[src/rtl/pit_pkg.sv]
package pit_pkg;
    localparam int DATA_W   = 32;
    localparam int ADDR_W   = 8;
    localparam int TRAP_W   = 8;
    localparam int PRIO_W   = 4;
    localparam int EN_BIT   = 26;
    localparam int PRIO_LSB = 20;
    localparam int TRAP_LSB = 12;

    localparam logic [ADDR_W-1:0] OFS_CFG    = 8'h00;
    localparam logic [ADDR_W-1:0] OFS_RELOAD = 8'h10;
    localparam logic [ADDR_W-1:0] OFS_COUNT  = 8'h14;

    typedef enum logic {
        ST_IDLE  = 1'b0,
        ST_COUNT = 1'b1
    } cnt_state_t;

    typedef struct packed {
        logic              run;
        logic [PRIO_W-1:0] prio;
        logic [TRAP_W-1:0] trap;
    } cfg_t;
endpackage

[src/rtl/pit_regs.sv]
module pit_regs
    import pit_pkg::*;
#(
    parameter int DW = DATA_W,
    parameter int AW = ADDR_W
) (
    input  logic          clk,
    input  logic          rst_n,
    input  logic          wr_en,
    input  logic [AW-1:0] addr,
    input  logic [DW-1:0] wdata,
    input  logic [DW-1:0] count_i,
    output logic [DW-1:0] rdata,
    output cfg_t          cfg_o,
    output logic [DW-1:0] reload_o
);
    cfg_t          cfg_q;
    logic [DW-1:0] reload_q;
    logic [DW-1:0] cfg_word;

    always_ff @(posedge clk) begin
        if (!rst_n) begin
            cfg_q    <= '0;
            reload_q <= '0;
        end else if (wr_en) begin
            if (addr == OFS_CFG) begin
                cfg_q.run  <= wdata[EN_BIT];
                cfg_q.prio <= wdata[PRIO_LSB +: PRIO_W];
                cfg_q.trap <= wdata[TRAP_LSB +: TRAP_W];
            end
            if (addr == OFS_RELOAD) begin
                reload_q <= wdata;
            end
        end
    end

    always_comb begin
        cfg_word                       = '0;
        cfg_word[EN_BIT]               = cfg_q.run;
        cfg_word[PRIO_LSB +: PRIO_W]   = cfg_q.prio;
        cfg_word[TRAP_LSB +: TRAP_W]   = cfg_q.trap;
    end

    always_comb begin
        unique case (addr)
            OFS_CFG:    rdata = cfg_word;
            OFS_RELOAD: rdata = reload_q;
            OFS_COUNT:  rdata = count_i;
            default:    rdata = '0;
        endcase
    end

    assign cfg_o    = cfg_q;
    assign reload_o = reload_q;

    // a reload write is visible in the next cycle exactly as written
    a_r2_reload_readback: assert property (@(posedge clk) disable iff (!rst_n)
        (wr_en && addr == OFS_RELOAD) |=> (reload_o == $past(wdata)));
endmodule

[src/rtl/pit_counter.sv]
module pit_counter
    import pit_pkg::*;
#(
    parameter int DW = DATA_W
) (
    input  logic          clk,
    input  logic          rst_n,
    input  logic          run_i,
    input  logic [DW-1:0] reload_i,
    output logic [DW-1:0] count_o,
    output logic          irq_valid_o
);
    cnt_state_t    state_q, state_d;
    logic [DW-1:0] count_q, count_d;
    logic [DW-1:0] load_val;
    logic          fire_d;

    assign load_val = (reload_i == '0) ? DW'(1) : reload_i;

    always_comb begin
        state_d = state_q;
        count_d = count_q;
        fire_d  = 1'b0;
        unique case (state_q)
            ST_IDLE: begin
                if (run_i) begin
                    state_d = ST_COUNT;
                    count_d = load_val;
                end
            end
            ST_COUNT: begin
                if (!run_i) begin
                    state_d = ST_IDLE;
                    count_d = '0;
                end else if (count_q == DW'(1)) begin
                    count_d = load_val;
                    fire_d  = 1'b1;
                end else begin
                    count_d = count_q - DW'(1);
                end
            end
            default: begin
                state_d = ST_IDLE;
                count_d = '0;
            end
        endcase
    end

    always_ff @(posedge clk) begin
        if (!rst_n) begin
            state_q <= ST_IDLE;
            count_q <= '0;
        end else begin
            state_q <= state_d;
            count_q <= count_d;
        end
    end

    always_ff @(posedge clk) begin
        if (!rst_n) irq_valid_o <= 1'b0;
        else        irq_valid_o <= fire_d;
    end

    assign count_o = count_q;

    // while counting, the counter never sits at zero
    a_r4_no_zero_count: assert property (@(posedge clk) disable iff (!rst_n)
        (state_q == ST_COUNT) |-> (count_q != '0));

    // a pulse lasts one cycle unless the interval is one cycle
    a_r4_single_pulse: assert property (@(posedge clk) disable iff (!rst_n)
        (irq_valid_o && count_q != DW'(1)) |=> !irq_valid_o);

    // no request while stopped
    a_r6_idle_quiet: assert property (@(posedge clk) disable iff (!rst_n)
        (state_q == ST_IDLE) |-> !irq_valid_o);

    // a zero reload loads a count of one
    a_r5_zero_as_one: assert property (@(posedge clk) disable iff (!rst_n)
        (state_q == ST_IDLE && run_i && reload_i == '0) |=> (count_q == DW'(1)));
endmodule

[src/rtl/pit_vector_map.sv]
module pit_vector_map
    import pit_pkg::*;
(
    input  logic              restricted_i,
    input  logic [TRAP_W-1:0] trap_i,
    input  logic [PRIO_W-1:0] prio_i,
    output logic [TRAP_W-1:0] trap_o,
    output logic [PRIO_W-1:0] prio_o
);
    localparam int LOW_W = TRAP_W - 2;

    logic [TRAP_W-1:0] folded;

    assign folded = {2'b01, trap_i[LOW_W-1:0]}
                  | {{(TRAP_W-PRIO_W-2){1'b0}}, prio_i, 2'b00};

    assign trap_o = restricted_i ? folded : trap_i;
    assign prio_o = prio_i;
endmodule

[src/rtl/pit_irq_source.sv]
module pit_irq_source
    import pit_pkg::*;
(
    input  logic              clk,
    input  logic              rst_n,
    input  logic              bus_wr_en,
    input  logic [ADDR_W-1:0] bus_addr,
    input  logic [DATA_W-1:0] bus_wdata,
    output logic [DATA_W-1:0] bus_rdata,
    input  logic              map_restricted,
    output logic              irq_valid,
    output logic [TRAP_W-1:0] irq_trap,
    output logic [PRIO_W-1:0] irq_prio
);
    cfg_t              cfg;
    logic [DATA_W-1:0] reload;
    logic [DATA_W-1:0] count;

    pit_regs #(.DW(DATA_W), .AW(ADDR_W)) u_regs (
        .clk      (clk),
        .rst_n    (rst_n),
        .wr_en    (bus_wr_en),
        .addr     (bus_addr),
        .wdata    (bus_wdata),
        .count_i  (count),
        .rdata    (bus_rdata),
        .cfg_o    (cfg),
        .reload_o (reload)
    );

    pit_counter #(.DW(DATA_W)) u_counter (
        .clk         (clk),
        .rst_n       (rst_n),
        .run_i       (cfg.run),
        .reload_i    (reload),
        .count_o     (count),
        .irq_valid_o (irq_valid)
    );

    pit_vector_map u_map (
        .restricted_i (map_restricted),
        .trap_i       (cfg.trap),
        .prio_i       (cfg.prio),
        .trap_o       (irq_trap),
        .prio_o       (irq_prio)
    );

    // restricted requests stay inside the 64..127 trap window
    a_r8_trap_window: assert property (@(posedge clk) disable iff (!rst_n)
        (irq_valid && map_restricted) |-> (irq_trap[TRAP_W-1:TRAP_W-2] == 2'b01));

    // a stop write silences requests from the second cycle on
    a_r6_stop_silences: assert property (@(posedge clk) disable iff (!rst_n)
        (bus_wr_en && bus_addr == OFS_CFG && !bus_wdata[EN_BIT]) |=> ##1 !irq_valid);
endmodule

[config.mk]
export PLATFORM = sky130hd
export DESIGN_NAME = pit_irq_source
export DESIGN_NICKNAME = d
export VERILOG_FILES = /design/src/rtl/pit_pkg.sv /design/src/rtl/pit_regs.sv /design/src/rtl/pit_counter.sv /design/src/rtl/pit_vector_map.sv /design/src/rtl/pit_irq_source.sv
export SDC_FILE = /design/constraint.sdc
export NUM_CORES = 1
export LEC_CHECK = 0
export BUFFER_PORTS_ARGS = -buffer_cell sky130_fd_sc_hd__buf_2
export CORE_MARGIN = 2
export CORE_UTILIZATION = 60
export CTS_BUF_LIST = sky130_fd_sc_hd__clkbuf_16
export CTS_CLUSTER_SIZE = 8
export DETAILED_ROUTE_END_ITERATION = 12
export PLACE_DENSITY = 0.89
export SYNTH_ARGS = -nofsm -noshare
export SYNTH_HDL_FRONTEND = slang
export SYNTH_HIERARCHICAL = 1
export SYNTH_SLANG_ARGS = --single-unit
[constraint.sdc]
create_clock -name clk -period 5 [get_ports clk]
set_input_delay 0.5 -clock clk [delete_from_list [all_inputs] [get_ports clk]]
set_output_delay 0.5 -clock clk [all_outputs]
set_load 0.02 [all_outputs]
==> impl_metrics.yaml <==
synthesis:
  synth_top_area_cell: "dfxtp_1"
  synth_edf_count: 0
  synth_fp_nets: 576
  synth_commonest_cells: "103 x nand2_1, 79 x dfxtp_1, 46 x mux2i_1, 32 x nor3_1, 22 x a221o_1"
  yosys.area.top_type_share_pct: 35.8
  synthMostInstantiatedCell: "nand2_1"
  synthFlopType: "dfxtp_1"
  synth_cell_types: 53
  yosysWarnings: 6
  netlist_area_sq_um: 4420
  synth_area_leaders: "dfxtp_1 36%, mux2i_1 10%, nand2_1 8.8%"
  async_flop_share_pct: 0
  yosysSeqAreaShare_pct: 35.8
  synth_area_per_cell_sq_um: 8.34
  ys_seq_elements: 79
  synthesis.instances: 530
drt:
  drtIter0Drc: 810
  dr_total_vias: 4589
  wl_per_cell_microns: 19.6
  first_pass_iters: 5
  ant_nets: 0
  routed_via_density: 6.66
  drt_wl_total_mm: 13.5
  drc: 0
power_and_ir_drop:
  vdd_ir_drop_max_v: 0.000159
  p_seq_share_pct: 50.3
  p_leak_nw: 2.41
  p_clk_share_pct: 45.5
  p_comb_share_pct: 4.2
  power.density_nw_per_um2: 251
  p_int_w: 0.000975
  totalPowerFinal_w: 0.00125
  sw_frac_of_total_pct: 22.2
  p_sw_w: 0.000278
status:
  outcome: "completed"
timing:
  rsz0062_at_grt: "false"
  period_share_pct: 65.5
  worst_pin_slew_ns: 1.32
  skew_ns: 0.00522
  relSlewSlack_pct: 12.3
  fin_crit_ns: 3.27
  setup_tns_ns: 0
  timing.final.ws_setup_ns: 1.73
  slew_violations: 0
  whs_ns: 0.404
  final-hold-violation-count: 0
  finalSetupViolations: 0
  max_freq_mhz: 305
floorplanning:
  initial_utilization_pct: 61.6
  io_pins: 89
  core_area_sq_um: 7180
  fp.dieH_microns: 89.8
  die_x_microns: 89.8
  dieArea_sq_um: 8070
  rows: 31
cts:
  holdBufCountCts: 0
  tritoncts: "built"
  cts_max_level: 3
  cts_setup_buffers: 0
  path_clk_slew_ns: 0.06
  clock_path_buffers: 2
  cts_made_buffers: 9
  worstSkewPairLatency_ns: 0.33
  cts-root-buf: "clkbuf_16"
  cts_resized: 0
  clkSinkCount: 79
placement:
  placed_cells: 675
  pre_cts_slack_ns: 1.89
  routabilityCongestion: 0.968
  dp_hpwl_mm: 9.19
  io_buffers: 88
hold_path:
  hp-class: "in -> reg"
  hold_depth: 3
  hold_path.startpoint: "bus_wdata[7]"
  min_to: "u_regs/reload_o[7]"
setup_path:
  crit_type: "reg -> reg"
  rrSetupSlack_ns: 1.73
  cp_max_fo: 19
  crit_path_start: "u_counter/count_o[20]"
  regToRegStartpoint: "u_counter/count_o[20]"
  cp-start-kind: "flip-flop"
  end_kind: "flip-flop"
  crit_arrival_ns: 3.48
  worstPathRequired_ns: 5.20
  reg2reg_depth: 7
  reg2reg_to: "u_counter/count_o[14]"
finish:
  area_growth_pct: 12.9
  nFillCells: 570
  antennaDiodeCount: 0
  finalNonFillerCells: 689
  drive_gt1_share_pct: 20.0
  fin_nets: 633
flow_run:
  cap_viol_max_count: 0
grt:
  antenna_found_initial: 0
  grt_pass1_vias: 4275
  grt_max_degree: 82
  grt-ovfl-total: 0
  grt_pass1_wl_mm: 21.7
  grt_util_all_layers_pct: 33.2
state kept, by name, summed over array words and instances, names as in the netlist:
name and flops:
u_regs/reload_o 32, u_regs/cfg_o 13, u_counter/count_o 32, u_counter/state_q 1, u_counter/irq_valid_o 1
cell usage in the layout, fill, tap and decap left out, types with 3 or more instances in the layout:
cell type / synthesis / routed
a22o_1: 21 / 21
clkbuf_16: 0 / 9
or2_2: 4 / 4
a221o_1: 22 / 22
inv_1: 19 / 19
nor4_1: 15 / 15
nor2_1: 21 / 21
a21oi_1: 11 / 11
o211ai_1: 5 / 5
dfxtp_1: 79 / 79
nor3b_1: 4 / 4
or3_1: 3 / 3
o311ai_0: 7 / 7
or4_4: 4 / 4
or4_1: 8 / 8
buf_4: 6 / 3
nand2_1: 103 / 103
a22oi_1: 3 / 3
a211oi_1: 5 / 4
o21ai_0: 21 / 21
nand3_1: 10 / 10
nand4_1: 5 / 5
mux2i_1: 46 / 46
o31ai_1: 4 / 4
nor3_1: 32 / 32
a21o_1: 4 / 4
buf_2: 12 / 88
how the worst max path moves through the flow:
stage	endpoint	cells after the start
after floorplan	bus_rdata[16]	6
after global placement	bus_rdata[21]	5
after detailed placement	bus_rdata[13]	5
after CTS	bus_rdata[12]	5
after global routing	bus_rdata[17]	5
final	u_counter/count_o[14]	7
worst max-delay path, stage by stage (launching register included):
cell      delay, ns
dfxtp_1        0.39
nor4_1         0.67
and4_1         0.33
nand4_1        0.29
a211oi_2       0.86
buf_4          0.38
nand2_1        0.11
o311ai_0       0.10
metal layers:
layer / vias up / part of all wire, % / GRT usage [%]
met2: 364 / 45 / 50.8
li1: 2070 / - / -
met1: 2086 / 39 / 44.4
met5: - / 0 / 0
met3: 69 / 11 / 6.45
met4: 0 / 4.8 / 17.9
logic make-up (layout without fill, tap and decap cells):
logic type / count (synthesis) / after routing / share of synthesized area (%)
buffers and inverters: 64 / 124 / 7.90
AO/OA/AOI/OAI: 113 / 113 / 19.6
multiplexers: 46 / 46 / 10.4
flip-flops: 79 / 79 / 35.8
AND/OR/NAND/NOR: 224 / 224 / 25.3
adder cells (fa/ha/maj): 2 / 2 / 0.566
XOR/XNOR: 2 / 2 / 0.397
final cells by class:
| class | count | area, sq um | area share, % |
|---|---|---|---|
| Tap cell | 99 | 124 | 2.48 |
| Clock buffer | 9 | 225 | 4.52 |
| Inverter | 19 | 71.3 | 1.43 |
| Clock inverter | 5 | 27.5 | 0.552 |
| Timing Repair Buffer | 91 | 463 | 9.28 |
| Multi-Input combinational cell | 387 | 2490 | 50.0 |
| Sequential cell | 79 | 1580 | 31.7 |
power groups by stage:
stage	clock network, W	logic, W	registers (W)
after global routing	0.000595	0.0000577	0.000630
after floorplan	0	0.0000269	0.000644
after global placement	0	0.0000496	0.000644
after CTS	0.000570	0.0000512	0.000631
final	0.000570	0.0000525	0.000631
after detailed placement	0	0.0000508	0.000644
per-stage QoR:
stage	area (sq um)	util, %
6_report	4990	69.5
5_1_grt	4990	69.5
4_1_cts	4990	69.5
3_5_place_dp	4730	66.0
3_3_place_gp	4730	66.0
2_1_floorplan	4420	-
No activity file was read; power rests on OpenSTA's default activity.
